--- config.mk ---
export PLATFORM = sky130hd
export DESIGN_NAME = irq_stat_unit
export DESIGN_NICKNAME = d
export VERILOG_FILES = /design/src/rtl/irq_stat_pkg.sv /design/src/rtl/irq_stat_dec.sv /design/src/rtl/irq_stat_regs.sv /design/src/rtl/irq_stat_req.sv /design/src/rtl/irq_stat_unit.sv
export SDC_FILE = /design/constraint.sdc
export NUM_CORES = 1
export LEC_CHECK = 0
export ABC_AREA = 1
export BUFFER_PORTS_ARGS = -buffer_cell sky130_fd_sc_hd__clkbuf_2
export CAP_MARGIN = 5
export CORE_UTILIZATION = 30
export DETAILED_ROUTE_END_ITERATION = 10
export PLACE_DENSITY = 0.84
export SYNTH_ARGS = -nofsm -noshare
export SYNTH_HDL_FRONTEND = slang
export SYNTH_SLANG_ARGS = --single-unit
--- constraint.sdc ---
create_clock -name clk -period 1.95 [get_ports clk]
set_input_delay 0.2925 -clock clk [delete_from_list [all_inputs] [get_ports clk]]
set_output_delay 0.2925 -clock clk [all_outputs]
set_load 0.1 [all_outputs]
--- src/rtl/irq_stat_pkg.sv ---
package irq_stat_pkg;
  typedef enum logic [1:0] {
    SEL_NONE = 2'd0,
    SEL_STAT = 2'd1,
    SEL_MASK = 2'd2
  } reg_sel_e;
endpackage

--- src/rtl/irq_stat_dec.sv ---
module irq_stat_dec
  import irq_stat_pkg::*;
#(
  parameter int ADDR_W = 8,
  parameter logic [ADDR_W-1:0] STAT_OFS = 8'h4C,
  parameter logic [ADDR_W-1:0] MASK_OFS = 8'h50
) (
  input  logic [ADDR_W-1:0] addr,
  output reg_sel_e          sel
);
  function automatic reg_sel_e decode(input logic [ADDR_W-1:0] a);
    if (a == STAT_OFS)      return SEL_STAT;
    else if (a == MASK_OFS) return SEL_MASK;
    else                    return SEL_NONE;
  endfunction

  assign sel = decode(addr);
endmodule

--- src/rtl/irq_stat_regs.sv ---
module irq_stat_regs
  import irq_stat_pkg::*;
#(
  parameter int DATA_W  = 32,
  parameter int SRC_BIT = 14
) (
  input  logic              clk,
  input  logic              rst_n,
  input  reg_sel_e          sel,
  input  logic              wr,
  input  logic [DATA_W-1:0] wdata,
  input  logic              dev_irq,
  output logic              stat_bit,
  output logic              mask_bit,
  output logic              stat_clr,
  output logic              mask_wr,
  output logic [DATA_W-1:0] rdata
);
  function automatic logic [DATA_W-1:0] place_bit(input logic b);
    logic [DATA_W-1:0] w;
    w = '0;
    w[SRC_BIT] = b;
    return w;
  endfunction

  assign stat_clr = wr && (sel == SEL_STAT) && wdata[SRC_BIT];
  assign mask_wr  = wr && (sel == SEL_MASK);

  always_ff @(posedge clk) begin
    if (!rst_n) begin
      stat_bit <= 1'b0;
      mask_bit <= 1'b0;
    end else begin
      stat_bit <= stat_clr ? 1'b0 : (stat_bit | dev_irq);
      if (mask_wr) mask_bit <= wdata[SRC_BIT];
    end
  end

  always_comb begin
    unique case (sel)
      SEL_STAT: rdata = place_bit(stat_bit);
      SEL_MASK: rdata = place_bit(mask_bit);
      default:  rdata = '0;
    endcase
  end
endmodule

--- src/rtl/irq_stat_req.sv ---
module irq_stat_req (
  input  logic clk,
  input  logic rst_n,
  input  logic stat_bit,
  input  logic mask_bit,
  input  logic svc_req,
  output logic pend,
  output logic spur_evt,
  output logic irq_out,
  output logic spurious
);
  assign pend     = stat_bit & mask_bit;
  assign spur_evt = svc_req & ~pend;

  always_ff @(posedge clk) begin
    if (!rst_n) begin
      irq_out  <= 1'b0;
      spurious <= 1'b0;
    end else begin
      irq_out  <= pend;
      spurious <= spur_evt;
    end
  end
endmodule

--- src/rtl/irq_stat_unit.sv ---
module irq_stat_unit
  import irq_stat_pkg::*;
#(
  parameter int ADDR_W = 8,
  parameter int DATA_W = 32,
  parameter int SRC_BIT = 14,
  parameter logic [ADDR_W-1:0] STAT_OFS = 8'h4C,
  parameter logic [ADDR_W-1:0] MASK_OFS = 8'h50
) (
  input  logic              clk,
  input  logic              rst_n,
  input  logic [ADDR_W-1:0] bus_addr,
  input  logic              bus_wr,
  input  logic [DATA_W-1:0] bus_wdata,
  output logic [DATA_W-1:0] bus_rdata,
  input  logic              dev_irq,
  input  logic              svc_req,
  output logic              irq_out,
  output logic              spurious
);
  reg_sel_e sel_w;
  logic stat_w, mask_w, stat_clr_w, mask_wr_w, pend_w, spur_evt_w;

  irq_stat_dec #(.ADDR_W(ADDR_W), .STAT_OFS(STAT_OFS), .MASK_OFS(MASK_OFS)) u_dec (
    .addr(bus_addr), .sel(sel_w)
  );

  irq_stat_regs #(.DATA_W(DATA_W), .SRC_BIT(SRC_BIT)) u_regs (
    .clk(clk), .rst_n(rst_n), .sel(sel_w), .wr(bus_wr), .wdata(bus_wdata),
    .dev_irq(dev_irq), .stat_bit(stat_w), .mask_bit(mask_w),
    .stat_clr(stat_clr_w), .mask_wr(mask_wr_w), .rdata(bus_rdata)
  );

  irq_stat_req u_req (
    .clk(clk), .rst_n(rst_n), .stat_bit(stat_w), .mask_bit(mask_w),
    .svc_req(svc_req), .pend(pend_w), .spur_evt(spur_evt_w),
    .irq_out(irq_out), .spurious(spurious)
  );
endmodule

==> reports/metrics.yaml, run 1 <==
worst_hold_path:
  min_from: "svc_req"
  hold-path-endpoint: "u_req.spurious"
  min_path_type: "primary input to flop"
  holdPathStages: 3
detailed_routing:
  viasPerCell: 3.52
  drt_iter0_markers: 6
  vias: 394
  first_pass_iters: 6
  drt_wl_total_um: 645
  drc_errors: 0
  wl_per_cell_um: 5.76
  dr.max_layer_used: "met3"
  wl_met2_um: 380
  drt-met1-wl_um: 216
  antenna_left: 0
  dr_wl_met3_um: 48
clock_tree:
  numCtsBuffers: 3
  path_clk_slew_ns: 0.04
  htreeDepth: 1
  cts_root_buf: "clkbuf_4"
  cts_setup_buffers: 0
  cts_tree: "yes"
  clockBufferDepth: 2
  cts_hold_buf: 0
  cts.sinks: 4
  clock_latency_ns: 0.23
  ctsResizeCount: 0
grt:
  track_usage: 0.0727
  grt_pass1_vias: 318
  grt-ovfl-total: 0
  antenna_found_initial: 0
  grt_max_degree: 4
  grt_pass1_wl_um: 1050
sta:
  finalSetupViolCount: 0
  slew_headroom: 0.642
  hold_viol_final: 0
  tightestPinTransition_ns: 0.539
  setup_tns_ns: 0
  fmax_mhz: 716
  finalCritPeriodShare: 0.716
  rsz0062_at_grt: "no"
  slew_violations: 0
  fin_skew_ns: 0.00531
  layout_min_cycle_time_ns: 1.40
synthesis:
  yosys.area.top_type: "buf_4"
  yosys_warnings: 0
  ys_seq_area_frac: 0.158
  synth_cells: 78
  avgSynthCellArea_sq_um: 6.50
  yosys.cell_types.count: 14
  synth_area_sq_um: 507
  synth.top_cell.area_share: 0.459
  synthTopCellsByArea: "buf_4, dfxtp_1, nand2_1"
  ys_ff_latch: 4
die:
  die-height_um: 43.1
  dieArea_sq_um: 1860
  ioPinCount: 79
  rows: 14
  initial_core_util: 0.329
  die_w_um: 43.1
  core_sq_um: 1540
pwr:
  p_leak_uw: 0.000332
  clkPwrFrac: 0.211
  internal-power_uw: 171
  p_switching_uw: 323
  p_comb_frac: 0.614
  power_density_nw_per_um2: 965
  sequentialPowerShare: 0.175
  ir_worst_vdd_mv: 0.327
  switching_share: 0.654
worst_setup_path:
  slowest_delay_ns: 0.28
  cp_max_fo: 2
  critPathMostFrequentCell: "nand2_1"
  critPathBufInv: 2
  crit_path_end_kind: "primary output"
  cp.required_ns: 1.66
  crit_type: "primary input to primary output"
  arrival_ns: 1.10
  r2r_end: "u_regs.stat_bit"
  path_cells: "clkbuf_2, nor2_2, nand2_1, nor2_2, nand2_1, nand2_1, buf_4"
  timing.rr.start: "u_regs.stat_bit"
  crit_slowest_cell: "buf_4"
  path_delay_family: "simple AND/OR/NAND/NOR gates"
  reg2regPathDepth: 4
  ff2ff_setup_slack_ns: 1.29
  worstSetupStartpointType: "primary input"
flow_run:
  drv_cap: 0
placement:
  portBuffers: 16
  place.gp.congestion: 0.721
  place_hpwl_um: 571
  placed_area_sq_um: 489
final_layout:
  final_cell_area_sq_um: 512
  syn_to_final_growth_pct: 0.988
  finish.net_count: 143
  drive_above_1_share: 0.260
  final_common_cell: "conb_1"
  layout_common_cells: "conb_1, clkbuf_2, nand2_1"
  diodes: 0
outcome:
  run_status: "finished clean"
## Yosys cell counts
| cell | number |
|---|---|
| nor2_2 | 2 |
| nor2_1 | 9 |
| conb_1 | 1 |
| buf_4 | 31 |
| nand4_1 | 1 |
| dfxtp_1 | 4 |
| nand3_1 | 2 |
| inv_1 | 11 |
| nor3_1 | 1 |
| nor2_4 | 1 |
| nand2_4 | 1 |
| nand2_1 | 12 |
| inv_2 | 1 |
| nand3_2 | 1 |
## worst min-delay path: stages
cell	delay, ns
clkbuf_2	0.08
nand2_1	0.05
nor2_1	0.03
## through the flow
stage | util | power, uW | std cells | hold slack, ns | setup WS (ns)
6_report | 0.332 | 494 | 112 | 0.262 | 0.553
5_1_grt | 0.332 | 504 | 112 | 0.281 | 0.434
4_1_cts | 0.332 | 493 | 112 | 0.263 | 0.538
3_5_place_dp | 0.317 | 390 | 109 | 0.474 | 0.540
3_3_place_gp | 0.317 | 389 | 109 | 0.470 | 0.539
2_1_floorplan | - | 419 | 108 | 0.413 | 0.377
## area by class of cell
class / count / area [sq um]
Inverter: 12 / 45.0
Timing Repair Buffer: 16 / 82.6
Tap cell: 16 / 20.0
Sequential cell: 4 / 80.1
Fill cell: 168 / 1030
Clock buffer: 3 / 22.5
Multi-Input combinational cell: 61 / 262
## power groups by stage
stage,combinational (uW),clock [uW],sequential [uW]
after floorplan,323,0,95.7
after global placement,301,0,87.5
after detailed placement,302,0,87.7
after CTS,302,105,86.4
after global routing,312,105,86.6
final,303,104,86.4
## registers in the layout (all words and copies together) (netlist names)
| register | flops |
|---|---|
| u_regs.stat_bit | 1 |
| u_regs.mask_bit | 1 |
| u_req.irq_out | 1 |
| u_req.spurious | 1 |
## layer usage
layer,vias up,GRT usage
met1,163,0.0614
met4,0,0.0545
met2,29,0.152
met5,-,0
li1,202,-
met3,0,0
## how the worst max path moves through the flow
stage,start,to,cells past startpoint
global route,bus_addr[1],bus_rdata[14],7
CTS,bus_addr[1],bus_rdata[14],7
floorplan,bus_addr[1],bus_rdata[14],5
detailed placement,bus_addr[5],bus_rdata[14],5
global placement,bus_addr[5],bus_rdata[14],5
finish,bus_addr[1],bus_rdata[14],7
## cell families after synthesis
group         after synthesis  synth area share
other cells                 1           0.00740
buf+inv                    43             0.548
flops                       4             0.158
simple gates               30             0.286
Note: power is estimated with default switching activity, not from simulation.
==> run 2, diff against run 1 <==
ABC_AREA = 0   (was 1)
CORE_UTILIZATION = 23   (was 30)
PLACE_DENSITY = 0.75   (was 0.84)
clock period = 1.1 ns   (was 1.95 ns; I/O delays follow)
==> reports/metrics.yaml, run 2 <==
pwr:
  power_density_nw_per_um2: 1550  # was 965 nW/um^2
  ir_worst_vdd_mv: 0.605  # was 0.327 mV
  p_leak_uw: 0.000314  # was 0.000332 uW
final_layout:
  syn_to_final_growth_pct: 32.9  # was 0.988%
  drive_above_1_share: 0.421  # was 0.260
  finish.net_count: 123  # was 143
  diodes: 0  # unchanged
  fin_util: 0.327  # was 0.332
  final_cell_count_no_fill: 101  # was 112
  final_common_cell: "conb_1"  # unchanged
  layout_common_cells: "conb_1, clkbuf_2, buf_4"  # was conb_1, clkbuf_2, nand2_1
  nFillCells: 193  # was 168
grt:
  antenna_found_initial: 0  # unchanged
  grt_use_met3: 0.0480  # was 0
  grt-ovfl-total: 0  # unchanged
  track_usage: 0.0727  # about the same
  grt_max_degree: 6  # was 4
  grt.busiest_layer: "met2"  # unchanged
  met2_usage: 0.151  # was 0.152
  grt_use_met1: 0.0506  # was 0.0614
  grt_pass1_vias: 284  # was 318
  grt_pass1_wl_um: 1040  # was 1050 um
sta:
  layout_min_cycle_time_ns: 1.18
  fin_ws_ns: -0.0791  # was 0.553 ns
  finalCritPeriodShare: 1.07
  hold_viol_final: 0  # unchanged
  setup_tns_ns: -0.0791  # was 0 ns
  fin_skew_ns: 0.000208  # was 0.00531 ns
  hold_slack_ns: 0.161  # was 0.262 ns
  rsz0062_at_grt: "yes"  # was no
  finalSetupViolCount: 1  # was 0
  fmax_mhz: 848
  slew_violations: 0  # unchanged
clock_tree:
  cts_hold_buf: 0  # unchanged
  cts_root_buf: "clkbuf_4"  # unchanged
  htreeDepth: 1  # unchanged
  cts.sinks: 4  # unchanged
  numCtsBuffers: 3  # unchanged
  clock_latency_ns: 0.23  # about the same
  clockBufferDepth: 2  # unchanged
  cts_tree: "yes"  # unchanged
  path_clk_slew_ns: 0.04  # about the same
die:
  die_w_um: 45.2  # was 43.1 um
  die-height_um: 45.2  # was 43.1 um
  ioPinCount: 79  # unchanged
  dieArea_sq_um: 2040  # was 1860 sq um
  initial_core_util: 0.246  # was 0.329
  core_sq_um: 1750  # was 1540 sq um
  rows: 15  # was 14
synthesis:
  synthFlopType: "dfxtp_1"  # unchanged
  synth_area_sq_um: 429  # was 507 sq um
  synth_cells: 52  # was 78
  synthTopCellsByCount: "buf_4, dfxtp_1, nand2_1"  # was buf_4, nand2_1, inv_1
  synthXorXnorAreaFrac: 0  # unchanged
  yosys.area.top_type: "buf_4"  # unchanged
  avgSynthCellArea_sq_um: 8.25  # was 6.50 sq um
  yosys_warnings: 0  # unchanged
  synth.top_cell.area_share: 0.542  # was 0.459
  yosys.cell_types.count: 17  # was 14
  synth_compound_area_frac: 0.0641  # was 0
  synth_top_family_by_area: "buffers and inverters"  # unchanged
  synth_mux_area_frac: 0.0233  # was 0
  ys_ff_latch: 4  # unchanged
  synth_edf_count: 0  # unchanged
  synth_fa_ha_area_frac: 0  # unchanged
  synth-simple-area-share: 0.175  # was 0.286
  async_flop_share: 0  # unchanged
  synth.most_common_cell: "buf_4"  # unchanged
  ys_seq_area_frac: 0.187  # was 0.158
  synthTopCellsByArea: "buf_4, dfxtp_1, nor4b_2"  # was buf_4, dfxtp_1, nand2_1
worst_hold_path:
  min_path_type: "primary input to flop"  # unchanged
  holdPathStages: 3  # unchanged
detailed_routing:
  drt_wl_total_um: 693  # was 645 um
  drt_iter0_markers: 3  # was 6
  drc_errors: 0  # unchanged
  wl_per_cell_um: 6.86  # was 5.76 um
  antenna_left: 0  # unchanged
  vias: 336  # was 394
  viasPerCell: 3.33  # was 3.52
  first_pass_iters: 2  # was 6
worst_setup_path:
  crit_path_end_kind: "primary output"  # unchanged
  cp.required_ns: 0.94  # was 1.66 ns
  critPathBufInv: 1  # was 2
  crit_type: "flop to primary output"  # was primary input to primary output
  cp.depth: 3  # was 7
  cp_max_fo: 2  # unchanged
  path_delay_family: "flip-flops"  # was simple AND/OR/NAND/NOR gates
  slowest_delay_ns: 0.31  # was 0.28 ns
  crit_slowest_cell: "dfxtp_2"  # was buf_4
  reg2regPathDepth: 3  # was 4
  path_cells: "a32oi_2, nor2b_4, buf_12"  # was clkbuf_2, nor2_2, nand2_1, nor2_2, nand2_1, nand2_1, buf_4
  worstSetupStartpointType: "flop"  # was primary input
  arrival_ns: 1.01  # was 1.10 ns
placement:
  dp_slack_ns: -0.0510  # was 0.540 ns
  place.gp.congestion: 0.684  # was 0.721
  dpl.cell_count: 96  # was 109
  place_hpwl_um: 566  # was 571 um
  portBuffers: 16  # unchanged
flow_run:
  drv_cap: 0  # unchanged
outcome:
  violations: "setup timing"
  run_status: "finished with violations"  # was finished clean
[run 2: changes by cell type after synthesis, sizes merged, moves of 2 or more]
cell   change
nor2      -11
nor2b      +2
nand3      -3
nor4b      +2
inv       -12
nand2     -10
[run 2: per-stage QoR]
stage                     power, uW  instance area, sq um
after global placement          695                   523
after global routing            924                   571
after detailed placement        697                   523
after floorplan                 730                   569
final                           882                   571
after CTS                       898                   554
[run 2: tightest hold or removal path: cells and delay by family]
kind	cells	cell delay (ns)
buffers and inverters	1	0.08
AO/OA/AOI/OAI	1	0.04
AND/OR/NAND/NOR	1	0.06
[run 2: routing by layer]
layer / part of all wire / wire, um
met1: 0.32 / 222
met2: 0.55 / 379
met3: 0.13 / 91
met4: 0 / 0
met5: 0 / 0
[run 2: layout make-up]
class	instances	area, sq um	share of cell area
clock buffer	3	22.5	0.0395
multi-input combinational	47	264	0.463
sequential	4	82.6	0.145
tap	25	31.3	0.0548
timing repair buffer	22	170	0.298
[run 2: what timing repair did]
action	4_1_cts	5_1_grt
setup buffers	0	2
pin swaps	0	1
resized for setup	2	1
setup endpoints to repair	1	1
[run 2: logic make-up after synthesis]
logic type,Yosys count
multiplexers,1
AO/OA/AOI/OAI,4
other,1
AND/OR/NAND/NOR,11
buffers and inverters,31
flip-flops,4
[run 2: where the power goes]
part           internal (uW)  switching [uW]  total, uW
logic                   43.8             500        544
clock network            122            61.0        183
registers                151            4.10        155
[run 2: worst paths after layout]
| check | startpoint | end | slack, ns |
|---|---|---|---|
| setup reg to reg | u_regs.mask_bit | u_req.irq_out | 0.29 |
| hold / removal | svc_req | u_req.spurious | 0.16 |
| setup / recovery | u_regs.mask_bit | bus_rdata[14] | -0.08 |
| hold reg to reg | u_regs.stat_bit | u_req.spurious | 0.45 |
